[config.mk]
export PLATFORM = sky130hd
export DESIGN_NAME = spi_sck_prescaler
export DESIGN_NICKNAME = d
export VERILOG_FILES = /design/src/rtl/spi_psc_pkg.sv /design/src/rtl/psc_decode.sv /design/src/rtl/psc_cfg_hold.sv /design/src/rtl/psc_edge_gen.sv /design/src/rtl/spi_sck_prescaler.sv
export SDC_FILE = /design/constraint.sdc
export NUM_CORES = 1
export LEC_CHECK = 0
export ABC_AREA = 1
export BUFFER_PORTS_ARGS = -buffer_cell sky130_fd_sc_hd__buf_4
export CAP_MARGIN = 25
export CORE_ASPECT_RATIO = 1.1
export CORE_MARGIN = 4
export CORE_UTILIZATION = 30
export DETAILED_ROUTE_END_ITERATION = 7
export GPL_TIMING_DRIVEN = 0
export HOLD_SLACK_MARGIN = 0.05
export PLACE_DENSITY_LB_ADDON = 0.25
export SYNTH_ARGS = -nofsm -noshare
export SYNTH_HDL_FRONTEND = slang
export SYNTH_SLANG_ARGS = --single-unit
[constraint.sdc]
create_clock -name clk -period 5.5 [get_ports clk]
set_clock_uncertainty 0.2 [all_clocks]
set_input_delay 0.825 -clock clk [delete_from_list [all_inputs] [get_ports clk]]
set_output_delay 0.825 -clock clk [all_outputs]
set_load 0.1 [all_outputs]
[src/rtl/spi_psc_pkg.sv]
package spi_psc_pkg;

    localparam int CFG_W     = 8;
    localparam int FACTOR_W  = 4;
    localparam int EXP_W     = 3;
    localparam int RATIO_W   = FACTOR_W + (1 << EXP_W) - 1;
    localparam int MIN_RATIO = 4;
    localparam int LEG_N_W   = 4;

    typedef enum logic {
        ENC_EVEN  = 1'b0,
        ENC_SHIFT = 1'b1
    } enc_e;

    typedef struct packed {
        logic               bad;
        logic [RATIO_W-1:0] ratio;
    } div_cfg_t;

    // Even-only encoding: bit 4 marks a programmed value, bits [3:0] give N, ratio 2N.
    function automatic div_cfg_t decode_even(input logic [CFG_W-1:0] f);
        div_cfg_t r;
        logic [LEG_N_W-1:0] n;
        n       = f[LEG_N_W-1:0];
        r.ratio = RATIO_W'({n, 1'b0});
        r.bad   = !f[LEG_N_W] || (r.ratio < RATIO_W'(MIN_RATIO));
        return r;
    endfunction

    // Shifted encoding: factor in [3:0], exponent gathered from bits 7,6 and 4.
    function automatic div_cfg_t decode_shift(input logic [CFG_W-1:0] f);
        div_cfg_t r;
        logic [FACTOR_W-1:0] fac;
        logic [EXP_W-1:0]    ex;
        fac     = f[FACTOR_W-1:0];
        ex      = {f[7:6], f[4]};
        r.ratio = RATIO_W'(fac) << ex;
        r.bad   = (fac == '0) || (r.ratio < RATIO_W'(MIN_RATIO));
        return r;
    endfunction

endpackage

[src/rtl/psc_decode.sv]
module psc_decode
    import spi_psc_pkg::*;
(
    input  enc_e             enc,
    input  logic [CFG_W-1:0] field,
    output div_cfg_t         dec
);
    div_cfg_t dec_even;
    div_cfg_t dec_shift;

    always_comb begin
        dec_even  = decode_even(field);
        dec_shift = decode_shift(field);
        dec       = (enc == ENC_SHIFT) ? dec_shift : dec_even;
    end
endmodule

[src/rtl/psc_cfg_hold.sv]
module psc_cfg_hold
    import spi_psc_pkg::*;
(
    input  logic     clk,
    input  logic     rst,
    input  logic     run,
    input  div_cfg_t d,
    output div_cfg_t q
);
    always_ff @(posedge clk) begin
        if (rst) begin
            q.bad   <= 1'b1;
            q.ratio <= RATIO_W'(MIN_RATIO);
        end else if (!run) begin
            q <= d;
        end
    end

    AST_HOLD_FROZEN: assert property (@(posedge clk) disable iff (rst)
        (!rst && run) |=> $stable(q));
endmodule

[src/rtl/psc_edge_gen.sv]
module psc_edge_gen
    import spi_psc_pkg::*;
(
    input  logic     clk,
    input  logic     rst,
    input  logic     run,
    input  div_cfg_t cfg,
    output logic     lead,
    output logic     trail
);
    logic [RATIO_W-1:0] cnt;
    logic [RATIO_W-1:0] last_idx;
    logic [RATIO_W-1:0] mid_idx;
    logic               active;

    always_comb begin
        active   = run && !cfg.bad;
        last_idx = cfg.ratio - RATIO_W'(1);
        mid_idx  = (cfg.ratio >> 1) - RATIO_W'(1);
        lead     = active && (cnt == mid_idx);
        trail    = active && (cnt == last_idx);
    end

    always_ff @(posedge clk) begin
        if (rst || !active) begin
            cnt <= '0;
        end else if (cnt == last_idx) begin
            cnt <= '0;
        end else begin
            cnt <= cnt + RATIO_W'(1);
        end
    end

    AST_STROBE_EXCL: assert property (@(posedge clk) disable iff (rst)
        !(lead && trail));
    AST_CNT_RANGE: assert property (@(posedge clk) disable iff (rst)
        !cfg.bad |-> (cnt < cfg.ratio));
    AST_TRAIL_WRAP: assert property (@(posedge clk) disable iff (rst)
        trail |=> (cnt == '0));
endmodule

[src/rtl/spi_sck_prescaler.sv]
module spi_sck_prescaler
    import spi_psc_pkg::*;
(
    input  logic             clk,
    input  logic             rst,
    input  logic             variant_ext,
    input  logic [CFG_W-1:0] cfg_field,
    input  logic             run,
    output logic             lead_stb,
    output logic             trail_stb,
    output logic             cfg_bad
);
    enc_e     enc;
    div_cfg_t dec_now;
    div_cfg_t dec_held;

    assign enc = enc_e'(variant_ext);

    psc_decode u_decode (
        .enc   (enc),
        .field (cfg_field),
        .dec   (dec_now)
    );

    psc_cfg_hold u_hold (
        .clk (clk),
        .rst (rst),
        .run (run),
        .d   (dec_now),
        .q   (dec_held)
    );

    psc_edge_gen u_edges (
        .clk   (clk),
        .rst   (rst),
        .run   (run),
        .cfg   (dec_held),
        .lead  (lead_stb),
        .trail (trail_stb)
    );

    assign cfg_bad = dec_held.bad;

    AST_BAD_SILENT: assert property (@(posedge clk) disable iff (rst)
        cfg_bad |-> (!lead_stb && !trail_stb));
    AST_DECODE_FLOOR: assert property (@(posedge clk) disable iff (rst)
        !dec_now.bad |-> (dec_now.ratio >= RATIO_W'(MIN_RATIO)));
    AST_HELD_FLOOR: assert property (@(posedge clk) disable iff (rst)
        !cfg_bad |-> (dec_held.ratio >= RATIO_W'(MIN_RATIO)));
endmodule

After elaboration in Yosys (flattened, before gate mapping)

Cells that the tools add are included.

Register bits: 23
Input port bits: 12
Output and inout bits: 3
Word-level logic and storage cells: 23

$add $sub $neg: 3
$lt $le $gt $ge: 2
Equality and inequality tests: 2
Shifts and indexed selects: 1
Multiplexer cells: 1
Reductions and logical operators: 11

Operators by type and width:

| cell                    | count |
|---|---|
| $eq A11 B11 Y1          | 2 |
| $mux W12                | 1 |
| $add A11 B1 Y11 const B | 1 |
| $lt A11 B3 Y1 const B   | 1 |
| $shl A4 B3 Y11          | 1 |
| $sub A10 B1 Y11 const B | 1 |
| $sub A11 B1 Y11 const B | 1 |
| $lt A5 B3 Y1 const B    | 1 |
| $logic_not A4 Y1        | 1 |
| $logic_and A1 B1 Y1     | 3 |
| $logic_not A1 Y1        | 3 |
| $logic_or A1 B1 Y1      | 3 |
| $reduce_or A2 Y1        | 1 |

Logic depth before layout (Yosys ltp)

Depth in word-level cells: 5
Gate-level depth with buffers: 13
Depth with buffers taken out: 12

Modules after synthesis

Synthesis repeated with hierarchy kept, for this count alone.

Cells, all modules: 320
Area total of the unflattened synthesis: 1893.1 sq um

Modules (own cells, without submodules):

| module       | instances | cells an instance | area an instance (sq um) | seq. area each (sq um) |
|---|---|---|---|---|
| psc_edge_gen | 1         | 193               | 1158.6                   | 220.2 |
| psc_cfg_hold | 1         | 73                | 498.0                    | 240.2 |
| psc_decode   | 1         | 54                | 236.5                    | 0.0 |

Least setup slack after synthesis

No wires, ideal clock.

Path kind: register to output
Start point: register u_hold.q[2] (netlist bit)
End point: output trail_stb
Arrival: 3290 ps
Data required time: 4475 ps
Slack: 1185 ps
Cell stages (with the launch flop): 9
Path buffers: 0
Path through: dfxtp_1 > inv_1 > ha_1 > inv_1 > nor2_1 > nand3_1 > a22oi_1 > nand3_1 > nor3_1

Cells in the longest elaborated chain, start to end: 3

RTL lines:

| item                | RTL line                | source |
|---|---|---|
| from (decl)         | psc_cfg_hold.sv:8       | `output div_cfg_t q` |
| $sub A11 B1 Y11     | psc_edge_gen.sv:18      | `last_idx = cfg.ratio - RATIO_W'(1);` |
| $eq A11 B11 Y1      | psc_edge_gen.sv:21      | `trail = active && (cnt == last_idx);` |
| $logic_and A1 B1 Y1 | psc_edge_gen.sv:21      |  |
| to (decl)           | spi_sck_prescaler.sv:10 | `output logic trail_stb,` |

No other way between the ends.

Final worst setup path

Start point: register u_hold.q[0] (netlist bit)
End point: output trail_stb

The elaborated chain is that of the path after synthesis.

==> impl_metrics.csv <==
group,metric,value,unit
pwr,p_int,0.260,mW
placement,dp.cells,419,
worst_setup_path,timing.critical_path.fanout_max,6,
synth,post_synth_top_cells,"87 x nand2_1, 39 x inv_1, 36 x nor2_1",
final_layout,syn2layout_area_growth,11.8,%
floorplan,vertical_extent_of_the_die,93.8,um
final_layout,design_area,2240,um^2
final_layout,diodes,0,
pwr,power.density_cell_area,171,nW/um^2
floorplan,core_region_area,6340,um^2
synth,post_synth_main_area_contributors,"dfxtp_1 23%, nand2_1 16%, xor2_1 9.6%",
clocking,clk-insertion-delay-late,260,ps
synth,synth_fp_nets,342,
detailed_routing,routed_via_density,4.65,
global_route,first_global_vias,1945,
synth,syn-cell-area,2010,um^2
floorplan,io_pins,15,
sta,maxSlewHeadroom,65.4,%
synth,synth.ff_latch_count,23,
sta,tns,0,ps
pwr,vdd_drop_max,75.0,uV
global_route,global_route_wire_length_before_repair,8.76,mm
sta,worst_hold_slack,370,ps
global_route,grt_antenna_before_repair,0,
pwr,power.share.combinational,27.9,%
synth,yosys.cell_count.top_type,"nand2_1",
run,drv_cap,0,
pwr,power_leakage,0.968,nW
detailed_routing,postRouteWirelength,4.97,mm
synth,synth_top_cell_area_share,23.0,%
worst_setup_path,setup.worst_path.class,"reg2out",
detailed_routing,drt-initial-drc-count,124,
detailed_routing,wl_per_cell,11.7,um
final_layout,finish.net_count,359,
floorplan,rows,30,
sta,worst_pin_slew,519,ps
final_layout,final.fill_count,710,
synth,syn_inst,327,
global_route,grt_usage,13.3,%
pwr,netSwitchingFraction,32.2,%
synth,synth-warning-count,0,
pwr,power_frac_clock,26.2,%
sta,final_cycle_utilization_of_the_critical_path,60.2,%
worst_setup_path,critical_path_required,4470,ps
floorplan,floorplan.die_area,8060,um^2
clocking,cts.repair_timing.setup_buffer_count,0,
sta,period_needed,3310,ps
synth,post_synth_edffs,0,
global_route,grt_overflow,0,
placement,finalWeightedCongestion,0.893,
detailed_routing,first_pass_iters,4,
global_route,largest_net_degree_at_the_start_of_global_routing,14,
clocking,clkTransAtPathRegs,80,ps
synth,synth_cell_types,31,
synth,syn_avg_cell_area,6.13,um^2
detailed_routing,route.vias.total,1965,
clocking,cts_max_path_bufs,2,
clocking,htree_num_levels,1,
floorplan,initial_utilization,31.6,%
pwr,power_frac_seq,45.9,%
synth,postSynth.topFlopCell,"dfxtp_1",
synth,synth_area_leader_cell,"dfxtp_1",
sta,setup_viol,0,
clocking,cts_repair_resize_count,0,
worst_setup_path,timing.critical_path.to_type,"output port",
clocking,clock_tree.root_cell,"clkbuf_8",
status,run_status,"completed",
sta,rsz0062_at_grt,"no",
worst_setup_path,worstSetupStartpointType,"flip-flop",
detailed_routing,post-route-drc-count,0,
clocking,cts-hold-fix-buffers,0,
clocking,tritoncts_num_sinks,23,
synth,fraction_of_registers_with_async_set_or_reset_after_synthesis,0,%
placement,post_dp_cell_area,2200,um^2
hold_path,worst_hold_path_type,"reg2reg",
synth,synth.yosys.seq_area_share,23.0,%
sta,max_freq,302,MHz
worst_setup_path,cp_data_arrival_time,2280,ps
detailed_routing,detail-route-antenna-nets,0,
clocking,cts_buffers,3,
final_layout,post-route-util,35.3,%
sta,report.final.hold_viol_count,0,
pwr,power_switching,0.123,mW
final_layout,final_layout_size_suffix_gt1_share,11.4,%
placement,place_hpwl,4.14,mm
placement,port_buffers,12,
final_layout,filler_free_cell_count_of_the_finished_design,423,
clocking,cts_tree,"built",
floorplan,die_width,86.0,um
sta,final_max_slew_viol_count,0,
==> power by group through the flow <==
stage	registers (mW)	clock network [mW]	logic (mW)
6_report	0.176	0.100	0.107
3_3_place_gp	0.180	0	0.107
2_1_floorplan	0.183	0	0.0769
4_1_cts	0.176	0.106	0.107
3_5_place_dp	0.180	0	0.107
5_1_grt	0.177	0.116	0.124
==> placed cells by master (no fill, tap or decap), types with 10 or more instances in the layout <==
master	instances
dfxtp_1	23
xor2_1	22
nand3_1	28
inv_1	39
buf_4	14
nand2_1	87
o21ai_0	12
nor3_1	15
nor2_1	36
a21oi_1	11
xnor2_1	10
==> metal layers <==
metal | track usage [%] | up-vias | part of all wire (%)
met4 | 3.69 | 0 | 1.3
met3 | 1.14 | 6 | 3.0
li1 | - | 1069 | -
met2 | 21.9 | 35 | 45
met5 | 0 | - | 0
met1 | 18.5 | 855 | 51
==> cells by family after synthesis <==
family | synth area share, %
xor+xnor | 14.0
buf+inv | 10.6
compound gates | 9.23
flops | 23.0
fa+ha+maj | 1.87
simple gates | 41.4
==> critical path, cell delays in order (launching register included) <==
cell     delay, ps
dfxtp_1        350
inv_1          160
ha_1           320
inv_1          100
nor2_1         230
nand3_1        100
nand2_1        100
o21a_1         130
nand3_1         70
nor3_1         130
buf_4          320
==> cell type report <==
class / count / area, um^2 / area share, %
multi-input combinational: 254 / 1330 / 59.4
inverter: 40 / 150 / 6.70
tap: 80 / 100 / 4.46
clock inverter: 1 / 5.00 / 0.223
sequential: 23 / 460 / 20.5
clock buffer: 3 / 41.3 / 1.84
timing repair buffer: 12 / 90.1 / 4.02
buffer: 10 / 62.6 / 2.79
==> registers in the layout (all words and copies together), names as in the netlist <==
name         cells
u_edges.cnt     11
u_hold.q        12
==> final timing paths <==
check	slack [ps]	end	cells past startpoint	start
setup / recovery	2190	trail_stb	10	u_hold.q[0]$_SDFFE_PP0N_
hold / removal	370	u_hold.q[9]$_SDFFE_PP0N_	2	u_hold.q[9]$_SDFFE_PP0N_
setup reg to reg	3190	u_edges.cnt[10]$_SDFF_PP0_	12	u_hold.q[0]$_SDFFE_PP0N_
hold reg to reg	370	u_hold.q[9]$_SDFFE_PP0N_	2	u_hold.q[9]$_SDFFE_PP0N_
==> stage by stage <==
stage | power, mW | setup slack [ps]
final | 0.383 | 2190
after global routing | 0.416 | 1880
after CTS | 0.389 | 2150
after detailed placement | 0.287 | 2350
after global placement | 0.287 | 2310
after floorplan | 0.259 | 1190
Power figures use the tool's default switching activity.
